`config.mk`:
```
export PLATFORM = sky130hd
export DESIGN_NAME = reset_sequencer
export DESIGN_NICKNAME = d
export VERILOG_FILES = /design/src/rtl/rstseq_pkg.sv /design/src/rtl/rstseq_sync.sv /design/src/rtl/rstseq_dp.sv /design/src/rtl/rstseq_ctrl.sv /design/src/rtl/reset_sequencer.sv
export SDC_FILE = /design/constraint.sdc
export NUM_CORES = 1
export LEC_CHECK = 0
export BUFFER_PORTS_ARGS = -buffer_cell sky130_fd_sc_hd__buf_4
export CORE_MARGIN = 5
export CORE_UTILIZATION = 45
export CTS_CLUSTER_DIAMETER = 100
export DETAILED_ROUTE_END_ITERATION = 10
export GPL_ROUTABILITY_DRIVEN = 0
export PLACE_DENSITY_LB_ADDON = 0.15
export SLEW_MARGIN = 20
export SYNTH_ARGS = -nofsm -noshare
export SYNTH_HDL_FRONTEND = slang
export SYNTH_HIERARCHICAL = 1
export SYNTH_SLANG_ARGS = --single-unit
```
`constraint.sdc`:
```
create_clock -name clk -period 6.2 [get_ports clk]
set_clock_uncertainty 0.2 [all_clocks]
set_input_delay 1.24 -clock clk [delete_from_list [all_inputs] [get_ports clk]]
set_output_delay 1.24 -clock clk [all_outputs]
set_load 0.02 [all_outputs]
```
`src/rtl/rstseq_pkg.sv`:
```
package rstseq_pkg;

  localparam int NUM_SRC  = 6;
  localparam int SRC_POR  = 0;
  localparam int SRC_PIN  = 1;
  localparam int SRC_WDOG = 2;
  localparam int SRC_LVD  = 3;
  localparam int SRC_OP   = 4;
  localparam int SRC_ADDR = 5;

  typedef enum logic [2:0] {
    ST_IDLE,
    ST_STRETCH,
    ST_PULSE,
    ST_HOLD,
    ST_EXT
  } seqState_t;

  typedef struct packed {
    logic cntRestart;
    logic cntRun;
    logic armFilter;
    logic setPin;
  } seqStrobe_t;

endpackage

```
`src/rtl/rstseq_sync.sv`:
```
module rstseq_sync #(
  parameter int   STAGES  = 2,
  parameter logic RST_VAL = 1'b0
) (
  input  logic clk,
  input  logic arst,
  input  logic d,
  output logic q
);

  logic [STAGES-1:0] chain;

  generate
    if (STAGES == 1) begin : g_one
      always_ff @(posedge clk or posedge arst) begin
        if (arst) chain <= RST_VAL;
        else      chain <= d;
      end
    end else begin : g_many
      always_ff @(posedge clk or posedge arst) begin
        if (arst) chain <= {STAGES{RST_VAL}};
        else      chain <= {chain[STAGES-2:0], d};
      end
    end
  endgenerate

  assign q = chain[STAGES-1];

endmodule

```
`src/rtl/rstseq_dp.sv`:
```
module rstseq_dp
  import rstseq_pkg::*;
#(
  parameter int          SYNC_STAGES = 2,
  parameter int          MIN_PIN_LOW = 4,
  parameter int          CNT_W       = 13,
  parameter logic [15:0] VEC_NORMAL  = 16'hFFFE,
  parameter logic [15:0] VEC_MONITOR = 16'hFEFE
) (
  input  logic               clk,
  input  logic               porReq,
  input  logic               pinIn,
  input  logic               wdogReq,
  input  logic               lvdReq,
  input  logic               badOpReq,
  input  logic               badAddrReq,
  input  logic               monitorMode,
  input  logic               statusRead,
  input  seqStrobe_t         strobe,
  output logic [CNT_W-1:0]   cnt,
  output logic               pinLong,
  output logic               wdogSync,
  output logic [NUM_SRC-1:0] statusOut,
  output logic [15:0]        vectorAddr
);

  localparam int FILT_W = $clog2(MIN_PIN_LOW + 1);

  logic              pinSync;
  logic [FILT_W-1:0] filterCnt;
  logic [NUM_SRC-1:0] setVec;

  rstseq_sync #(.STAGES(SYNC_STAGES), .RST_VAL(1'b1)) pinSyncInst (
    .clk(clk), .arst(porReq), .d(pinIn), .q(pinSync)
  );

  rstseq_sync #(.STAGES(SYNC_STAGES), .RST_VAL(1'b0)) wdogSyncInst (
    .clk(clk), .arst(porReq), .d(wdogReq), .q(wdogSync)
  );

  // Glitch filter on the synchronised pad level.
  always_ff @(posedge clk or posedge porReq) begin
    if (porReq)                             filterCnt <= '0;
    else if (!strobe.armFilter || pinSync)  filterCnt <= '0;
    else if (filterCnt != FILT_W'(MIN_PIN_LOW)) filterCnt <= filterCnt + 1'b1;
  end

  assign pinLong = (filterCnt == FILT_W'(MIN_PIN_LOW));

  // Shared sequence counter.
  always_ff @(posedge clk or posedge porReq) begin
    if (porReq)                 cnt <= '0;
    else if (strobe.cntRestart) cnt <= '0;
    else if (strobe.cntRun)     cnt <= cnt + 1'b1;
  end

  always_comb begin
    setVec           = '0;
    setVec[SRC_PIN]  = strobe.setPin;
    setVec[SRC_WDOG] = wdogSync;
    setVec[SRC_LVD]  = lvdReq;
    setVec[SRC_OP]   = badOpReq;
    setVec[SRC_ADDR] = badAddrReq;
  end

  always_ff @(posedge clk or posedge porReq) begin
    if (porReq) begin
      statusOut          <= '0;
      statusOut[SRC_POR] <= 1'b1;
    end else begin
      statusOut <= (statusRead ? '0 : statusOut) | setVec;
    end
  end

  assign vectorAddr = monitorMode ? VEC_MONITOR : VEC_NORMAL;

endmodule

```
`src/rtl/rstseq_ctrl.sv`:
```
module rstseq_ctrl
  import rstseq_pkg::*;
#(
  parameter int STRETCH_CYCLES = 4096,
  parameter int PULSE_CYCLES   = 32,
  parameter int HOLD_CYCLES    = 32,
  parameter int CNT_W          = 13
) (
  input  logic             clk,
  input  logic             porReq,
  input  logic [CNT_W-1:0] cnt,
  input  logic             pinLong,
  input  logic             wdogSync,
  input  logic             lvdReq,
  input  logic             badOpReq,
  input  logic             badAddrReq,
  output seqStrobe_t       strobe,
  output logic             pinDriveEn,
  output logic             intReset,
  output logic             cntClear
);

  seqState_t state, nxtState;
  logic      restart;
  logic      internalReq;
  logic      lastStretch, lastPulse, lastHold;

  assign internalReq = wdogSync | badOpReq | badAddrReq;
  assign lastStretch = (cnt == CNT_W'(STRETCH_CYCLES - 1));
  assign lastPulse   = (cnt == CNT_W'(PULSE_CYCLES - 1));
  assign lastHold    = (cnt == CNT_W'(HOLD_CYCLES - 1));

  always_comb begin
    nxtState = state;
    restart  = 1'b0;
    if (lvdReq) begin
      nxtState = ST_STRETCH;
      restart  = 1'b1;
    end else begin
      unique case (state)
        ST_IDLE: begin
          if (internalReq) begin
            nxtState = ST_PULSE;
            restart  = 1'b1;
          end else if (pinLong) begin
            nxtState = ST_EXT;
          end
        end
        ST_EXT: begin
          if (internalReq) begin
            nxtState = ST_PULSE;
            restart  = 1'b1;
          end else if (!pinLong) begin
            nxtState = ST_IDLE;
          end
        end
        ST_STRETCH: begin
          if (lastStretch) begin
            nxtState = ST_PULSE;
            restart  = 1'b1;
          end
        end
        ST_PULSE: begin
          if (lastPulse) begin
            nxtState = ST_HOLD;
            restart  = 1'b1;
          end
        end
        ST_HOLD: begin
          if (lastHold) begin
            if (internalReq) begin
              nxtState = ST_PULSE;
              restart  = 1'b1;
            end else begin
              nxtState = ST_IDLE;
            end
          end
        end
        default: nxtState = ST_IDLE;
      endcase
    end
  end

  always_ff @(posedge clk or posedge porReq) begin
    if (porReq) state <= ST_STRETCH;
    else        state <= nxtState;
  end

  always_comb begin
    strobe.cntRestart = restart;
    strobe.cntRun     = (state == ST_STRETCH) || (state == ST_PULSE) || (state == ST_HOLD);
    strobe.armFilter  = (state == ST_IDLE) || (state == ST_EXT);
    strobe.setPin     = (state == ST_IDLE) && pinLong;
  end

  assign pinDriveEn = (state == ST_STRETCH) || (state == ST_PULSE);
  assign intReset   = (state != ST_IDLE);
  assign cntClear   = intReset && (state != ST_EXT);

endmodule

```
`src/rtl/reset_sequencer.sv`:
```
module reset_sequencer
  import rstseq_pkg::*;
#(
  parameter int          SYNC_STAGES    = 2,
  parameter int          MIN_PIN_LOW    = 4,
  parameter int          STRETCH_CYCLES = 4096,
  parameter int          PULSE_CYCLES   = 32,
  parameter int          HOLD_CYCLES    = 32,
  parameter logic [15:0] VEC_NORMAL     = 16'hFFFE,
  parameter logic [15:0] VEC_MONITOR    = 16'hFEFE
) (
  input  logic               clk,
  input  logic               porReq,
  input  logic               pinIn,
  input  logic               wdogReq,
  input  logic               lvdReq,
  input  logic               badOpReq,
  input  logic               badAddrReq,
  input  logic               monitorMode,
  input  logic               statusRead,
  output logic [NUM_SRC-1:0] statusOut,
  output logic               pinDriveEn,
  output logic               intReset,
  output logic               cntClear,
  output logic [15:0]        vectorAddr
);

  localparam int SPAN_A   = (STRETCH_CYCLES > PULSE_CYCLES) ? STRETCH_CYCLES : PULSE_CYCLES;
  localparam int MAX_SPAN = (SPAN_A > HOLD_CYCLES) ? SPAN_A : HOLD_CYCLES;
  localparam int CNT_W    = $clog2(MAX_SPAN + 1);

  seqStrobe_t       strobe;
  logic [CNT_W-1:0] cnt;
  logic             pinLong;
  logic             wdogSync;

  rstseq_ctrl #(
    .STRETCH_CYCLES(STRETCH_CYCLES),
    .PULSE_CYCLES(PULSE_CYCLES),
    .HOLD_CYCLES(HOLD_CYCLES),
    .CNT_W(CNT_W)
  ) ctrlInst (
    .clk(clk), .porReq(porReq), .cnt(cnt), .pinLong(pinLong),
    .wdogSync(wdogSync), .lvdReq(lvdReq), .badOpReq(badOpReq),
    .badAddrReq(badAddrReq), .strobe(strobe), .pinDriveEn(pinDriveEn),
    .intReset(intReset), .cntClear(cntClear)
  );

  rstseq_dp #(
    .SYNC_STAGES(SYNC_STAGES),
    .MIN_PIN_LOW(MIN_PIN_LOW),
    .CNT_W(CNT_W),
    .VEC_NORMAL(VEC_NORMAL),
    .VEC_MONITOR(VEC_MONITOR)
  ) dpInst (
    .clk(clk), .porReq(porReq), .pinIn(pinIn), .wdogReq(wdogReq),
    .lvdReq(lvdReq), .badOpReq(badOpReq), .badAddrReq(badAddrReq),
    .monitorMode(monitorMode), .statusRead(statusRead), .strobe(strobe),
    .cnt(cnt), .pinLong(pinLong), .wdogSync(wdogSync),
    .statusOut(statusOut), .vectorAddr(vectorAddr)
  );

endmodule

```
==> results of run 1 <==
layer usage:
metal  up-vias  GRT usage [%]  share of wire [%]
met2        35          20.23                 46
met4         0          6.291                2.0
met1       537          15.19                 45
met5         -              0                  0
li1        542              -                  -
met3         6          6.105                7.4
where the power goes:
| group | internal [W] | leakage (nW) | switching (W) |
|---|---|---|---|
| combinational | 0.0000552 | 0.391 | 0.0000874 |
| sequential | 0.000207 | 0.370 | 0.0000189 |
| clock | 0.0000656 | 0.0413 | 0.0000657 |
final cells by class:
type                            count  area [sq um]  area share [%]
Multi-Input combinational cell    108         695.7           39.77
Timing Repair Buffer               19         142.6           8.155
Inverter                           14         52.55           3.004
Clock inverter                      1         5.005          0.2861
Tap cell                           46         57.56           3.290
Sequential cell                    29         730.7           41.77
Clock buffer                        7         65.06           3.720
cell usage in the layout, fill, tap and decap left out, types with 4 or more instances in the layout:
| cell | n |
|---|---|
| o31ai_1 | 5 |
| a21oi_1 | 6 |
| nand3_1 | 5 |
| a21o_1 | 5 |
| nor2b_1 | 5 |
| nand4_1 | 5 |
| xnor2_1 | 4 |
| nor2_1 | 15 |
| or4_1 | 5 |
| nand2_1 | 8 |
| clkbuf_4 | 5 |
| dfstp_2 | 4 |
| dfrtp_1 | 25 |
| buf_4 | 19 |
| conb_1 | 15 |
| inv_1 | 14 |
stage by stage:
step	instance area (sq um)	hold WS, ns	utilization, %
final	1749	0.1600	52.01
after global routing	1749	0.1691	52.01
after CTS	1749	0.1625	52.01
after detailed placement	1679	0.1388	49.93
after global placement	1679	0.1418	49.93
after floorplan	1624	0.1312	-
synth_stat cells (all sizes together):
| master | instances |
|---|---|
| or4 | 6 |
| nor4 | 4 |
| nand3 | 5 |
| a21o | 5 |
| a21oi | 6 |
| conb | 2 |
| nand2b | 2 |
| xnor2 | 4 |
| o2111ai | 1 |
| clkbuf | 1 |
| mux2 | 3 |
| inv | 14 |
| nor3 | 2 |
| buf | 19 |
| a211o | 1 |
| dfstp | 4 |
| o21ai | 1 |
| xor2 | 3 |
| a22o | 1 |
| and2 | 1 |
| or3 | 3 |
| nand2 | 8 |
| ha | 3 |
| o31ai | 6 |
| nor2 | 15 |
| nor2b | 5 |
| mux2i | 1 |
| nor4b | 1 |
| nor3b | 1 |
| dfrtp | 25 |
| nand4 | 5 |
critical path, cell delays in order, from the launching register on:
cell,delay (ns)
dfrtp_1,0.44
or4_1,0.54
or4_4,0.51
and2_0,0.17
o31ai_2,0.19
buf_4,0.26
o2111ai_4,0.26
nor4_2,0.36
mux2_1,0.35
registers in the layout, summed over array words and instances (netlist names):
register                   count
ctrlInst/state                 3
dpInst/cnt                    13
dpInst/filterCnt               3
dpInst/pinSyncInst/chain       2
dpInst/statusOut               6
dpInst/wdogSyncInst/chain      2
path summary, 6_finish.rpt:
kind,depth (start not counted),slack (ns),endpoint
min in group asynchronous,2,0.58,dpInst/wdogSyncInst/chain[0]
worst min-delay path,0,0.16,dpInst/pinSyncInst/chain[1]
max in group asynchronous,2,4.37,dpInst/statusOut[5]
worst max-delay path,8,2.81,dpInst/cnt[11]
worst min register to register,0,0.16,dpInst/pinSyncInst/chain[1]
worst max register to register,8,2.81,dpInst/cnt[11]
kinds of logic (layout without fill, tap and decap cells):
logic type | Yosys count | count (layout) | synth area share, %
AO/OA/AOI/OAI | 21 | 21 | 10.25
XOR/XNOR | 7 | 7 | 3.892
adder cells (fa/ha/maj) | 3 | 3 | 2.383
buffers and inverters | 34 | 41 | 12.87
flip-flops | 29 | 29 | 46.39
multiplexers | 4 | 4 | 2.780
other | 2 | 15 | 0.4767
AND/OR/NAND/NOR | 58 | 58 | 20.97
==> flow_metrics.py, run 1 <==
metrics = {
    "synthesis": {
        "yosysSeqAreaShare_pct": 46.39,
        "synth.distinct_cells": 34,
        "ys_warn_count": 6,
        "netlist_instances": 158,
        "synth_top_area_share_pct": 39.71,
        "synth.ff_latch_count": 29,
        "avgSynthCellArea_sq_um": 9.970,
        "synthTopCellsByArea": "dfrtp_1 (40%), buf_4 (8.6%), dfstp_2 (6.7%), nor2_1 (3.6%), inv_1 (3.3%)",
        "yosysTopAreaCell": "dfrtp_1",
        "syn-cell-area_sq_um": 1575,
    },
    "clock_network": {
        "path_clk_slew_ns": 0.09,
        "insertion_delay_ns": 0.33,
        "cts_inserted_buffers": 5,
        "h-tree-depth": 2,
        "cts_tree": "done",
        "cts.path.max_buffers": 2,
        "hold_buffers": 0,
        "postCtsSetupRepairBufs": 0,
        "clockRootBuffer": "clkbuf_4",
        "cts-resized-gates": 0,
        "cts_sinks": 29,
    },
    "power_and_ir_drop": {
        "p_total_w": 0.0005002,
        "leakage_nw": 0.8024,
        "ir_worst_vdd_mv": 0.1475,
        "power_density_nw_per_um2": 286.0,
    },
    "timing": {
        "rsz0062_at_grt": "no",
        "fin_crit_sh_pct": 54.68,
        "setup_viol": 0,
        "setup_ws_ns": 2.810,
        "layout_min_cycle_time_ns": 3.390,
        "slew_violations": 0,
        "fmax_mhz": 295.0,
        "hold_violations": 0,
        "finalSetupTns_ns": 0,
        "relSlewSlack_pct": 43.34,
        "worst_pin_slew_ns": 0.8489,
    },
    "cells_and_area": {
        "n_antenna_cell": 0,
        "final_net_count": 189,
        "drive_gt1_share_pct": 20.79,
        "fillCellCount": 325,
        "fin_cells": 224,
        "area_growth_pct": 11.04,
    },
    "floorplan": {
        "die_x_um": 69.17,
        "core_sq_um": 3363,
        "die_y_um": 69.17,
        "row_count": 21,
        "start_util_pct": 46.84,
        "ioPinCount": 34,
        "die_area_sq_um": 4784,
    },
    "global_route": {
        "grt_pass1_wl_um": 4981,
        "grt-ovfl-total": 0,
        "grt_max_degree": 23,
        "grt_pass1_vias": 1092,
        "antenna_found_initial": 0,
        "grt_usage_pct": 13.06,
    },
    "detailed_routing": {
        "avgViaCountPerCell": 5.000,
        "wl_um": 2906,
        "ant_nets": 0,
        "wl_per_cell_um": 12.97,
        "drt_iter0_markers": 31,
        "detailroute.via_count": 1120,
        "drt-pass1-iter-count": 4,
        "drc": 0,
    },
    "placement": {
        "dp_hpwl_um": 2127,
        "io_buffers": 18,
        "pre_cts_slack_ns": 2.829,
        "placed_cells_incl_taps": 216,
    },
    "min_path": {
        "hold_start": "dpInst/pinSyncInst/chain[0]",
        "hp-class": "flop to flop",
    },
    "worst_setup_path": {
        "worstPathArrival_ns": 3.42,
        "cp-end-kind": "flop",
        "critPathKind": "flop to flop",
        "required_ns": 6.23,
        "worstReg2RegStart": "dpInst/cnt[5]",
        "critPathLaunch": "dpInst/cnt[5]",
        "path_max_fanout": 17,
        "crit_path_start_kind": "flop",
    },
    "status": {
        "status": "finished, final reports clean",
    },
    "flow_run": {
        "drv_cap": 0,
    },
}
(Power assumes the default switching activity.)
==> run 2: changes to the inputs <==
--- a/config.mk
+++ b/config.mk
@@ -5,6 +5,7 @@
 export SDC_FILE = /design/constraint.sdc
 export NUM_CORES = 1
 export LEC_CHECK = 0
+export ABC_AREA = 1
 export BUFFER_PORTS_ARGS = -buffer_cell sky130_fd_sc_hd__buf_4
 export CORE_MARGIN = 5
 export CORE_UTILIZATION = 45
==> constraint.sdc (replaced) <==
create_clock -name clk -period 3.31 [get_ports clk]
set_clock_uncertainty 0.2 [all_clocks]
set_input_delay 0.662 -clock clk [delete_from_list [all_inputs] [get_ports clk]]
set_output_delay 0.662 -clock clk [all_outputs]
set_load 0.02 [all_outputs]
==> run 2 against run 1 <==
Against the previous run:
- count of clock-buffer cells in the layout down 1
- cell count is 31% higher
- via count increased by 20%
- combinational power down 18%
- clock power is 110% higher
- sequential power rose by 71%
- critical path type is now flop to output port
==> flow_metrics.py, run 2 <==
metrics = {
    "worst_setup_path": {
        "worstPathArrival_ns": 1.23,
        "slowest_stage": "dfstp_2",
        "cp-end-kind": "output port",
        "path_cells": "inv_1, nand2_1, nand2_1, buf_4",
        "worst_r2r_path_depth": 11,
        "worstReg2RegStart": "dpInst/cnt[8]",
        "critPathKind": "flop to output port",
        "required_ns": 2.45,
        "cp_common_cell": "nand2_1",
        "rr_endpoint": "dpInst/cnt[8]",
        "rrSetupSlack_ns": 1.23,
        "crit_path_start_kind": "flop",
        "slowest_delay_ns": 0.58,
        "path_max_fanout": 4,
    },
    "detailed_routing": {
        "drt_iter0_markers": 89,
        "ant_nets": 0,
        "drc": 0,
        "wl_um": 3239,
        "drt-pass1-iter-count": 4,
        "wl_per_cell_um": 11.05,
        "avgViaCountPerCell": 4.587,
        "detailroute.via_count": 1344,
    },
    "clock_network": {
        "path_clk_slew_ns": 0.06,
        "postCtsSetupRepairBufs": 0,
        "cts_sinks": 29,
        "h-tree-depth": 2,
        "cts_tree": "done",
        "clockRootBuffer": "clkbuf_8",
        "cts.path.max_buffers": 2,
        "hold_buffers": 0,
        "insertion_delay_ns": 0.28,
        "cts_inserted_buffers": 5,
        "cts-resized-gates": 0,
    },
    "synthesis": {
        "synth.distinct_cells": 28,
        "synth_edf_count": 0,
        "avgSynthCellArea_sq_um": 7.793,
        "synthTopCellsByArea": "dfrtp_1 (36%), nand2_1 (9.5%), inv_1 (7.8%), buf_4 (6.9%), dfstp_2 (6.0%)",
        "synth_top_flop_cell": "dfrtp_1",
        "yosysTopAreaCell": "dfrtp_1",
        "syn-cell-area_sq_um": 1738,
        "synth_top_area_share_pct": 36.00,
        "netlist_instances": 223,
        "yosysMostFrequentCell": "nand2_1",
        "yosysSeqAreaShare_pct": 42.04,
        "synth.ff_latch_count": 29,
        "yosys-top-cells-count": "nand2_1 (44), inv_1 (36), nor2_1 (27)",
        "ys_warn_count": 6,
        "synthArstFlopShare_pct": 100.0,
    },
    "global_route": {
        "antenna_found_initial": 0,
        "grt-ovfl-total": 0,
        "grt_max_degree": 23,
        "grt_pass1_vias": 1235,
        "grt_usage_pct": 13.77,
        "grt_pass1_wl_um": 5568,
    },
    "cells_and_area": {
        "drive_gt1_share_pct": 21.63,
        "layout_commonest_cell": "nand2_1",
        "n_antenna_cell": 0,
        "final_net_count": 256,
        "final_cell_mix": "nand2_1 (44), inv_1 (36), nor2_1 (27)",
        "fin_cells": 293,
        "regMostFlops": "dpInst/cnt",
        "largest_register_ffs": 13,
        "reg_top3": "dpInst/cnt x13, dpInst/statusOut x6",
        "area_growth_pct": 11.23,
        "fillCellCount": 377,
        "final_cell_area_sq_um": 1933,
    },
    "timing": {
        "finalSetupTns_ns": 0,
        "slew_violations": 0,
        "fin_crit_sh_pct": 63.13,
        "layout_min_cycle_time_ns": 2.090,
        "setup_ws_ns": 1.220,
        "hold_violations": 0,
        "worst_pin_slew_ns": 0.8735,
        "relSlewSlack_pct": 41.70,
        "rsz0062_at_grt": "no",
        "setup_viol": 0,
        "fmax_mhz": 478.5,
    },
    "placement": {
        "placed_cells_incl_taps": 285,
        "dp_hpwl_um": 2554,
        "io_buffers": 18,
        "pre_cts_slack_ns": 1.007,
        "placed_area_sq_um": 1851,
    },
    "floorplan": {
        "die_area_sq_um": 5205,
        "ioPinCount": 34,
        "row_count": 22,
        "core_sq_um": 3689,
        "start_util_pct": 47.12,
        "die_x_um": 72.15,
        "die_y_um": 72.15,
    },
    "power_and_ir_drop": {
        "ir_worst_vdd_mv": 0.2357,
        "leakage_nw": 0.9665,
        "power_density_nw_per_um2": 402.9,
        "p_total_w": 0.0007789,
    },
    "flow_run": {
        "drv_cap": 0,
    },
    "status": {
        "status": "finished, final reports clean",
    },
    "min_path": {
        "hp-class": "input pin to async pin",
    },
}
run 2: cell types whose count changed in the layout (fill, tap and decap cells not counted), sizes merged, moves of 4 or more:
cell,previous run,this run
o21bai,0,6
nand2,8,49
nor4,4,0
inv,14,39
a21o,5,0
nand4,5,9
o31ai,6,0
nand3,5,15
nor2,15,37
nor2b,5,0
or4,6,0
run 2: metal layers:
| layer | vias up | global-route usage (%) | wire length (um) |
|---|---|---|---|
| met1 | 610 | 19.28 | 1535 |
| met5 | - | 0 | 0 |
| li1 | 701 | - | - |
| met3 | 2 | 4.848 | 227 |
| met4 | 0 | 4.384 | 19 |
| met2 | 31 | 19.82 | 1457 |
run 2: where the power goes:
group	internal (W)	leakage [nW]	switching, W
clock	0.000145	0.0450	0.000129
combinational	0.0000391	0.550	0.0000780
sequential	0.000372	0.371	0.0000150
run 2: cell families (layout without fill, tap and decap cells):
logic type / Yosys count / in the layout / share of synthesized area (%)
xor gates and xnor gates: 2 / 2 / 1.008
and+or+nand+nor: 114 / 114 / 32.11
other: 2 / 15 / 0.4321
DFF: 29 / 29 / 42.04
AOI/OAI and AO/OA: 17 / 17 / 6.264
adders and majority gates: 3 / 3 / 2.160
buffers and inverters: 56 / 65 / 15.98
run 2: stage by stage:
step | hold slack (ns) | utilization [%]
2_1_floorplan | 0.1312 | -
3_3_place_gp | 0.1337 | 50.17
3_5_place_dp | 0.1355 | 50.17
4_1_cts | 0.04731 | 52.41
5_1_grt | 0.04896 | 52.41
6_report | 0.05629 | 52.41
run 2: worst max-delay path by stage:
stage                       from             end  slack (ns)  depth (start not counted)
2_1_floorplan           badOpReq   dpInst/cnt[8]        1.26                         10
3_3_place_gp            badOpReq   dpInst/cnt[8]        1.03                         11
3_5_place_dp            badOpReq   dpInst/cnt[8]        1.01                         11
4_1_cts        ctrlInst/state[0]      pinDriveEn        1.21                          4
5_1_grt            dpInst/cnt[3]  dpInst/cnt[12]        1.02                         12
6_report       ctrlInst/state[0]      pinDriveEn        1.22                          4
run 2: cell type report:
cell class	instances	area [sq um]	share of cell area, %
Clock buffer	6	72.57	3.754
Clock inverter	2	10.01	0.5178
Inverter	39	146.4	7.573
Multi-Input combinational cell	151	778.2	40.26
Sequential cell	29	730.7	37.80
Tap cell	48	60.06	3.107
Timing Repair Buffer	18	135.1	6.990
run 2: critical path, delay by kind of cell (launching register included):
kind | cells | cell delay (ns)
flip-flops | 1 | 0.58
AND/OR/NAND/NOR | 2 | 0.15
buffers and inverters | 2 | 0.23
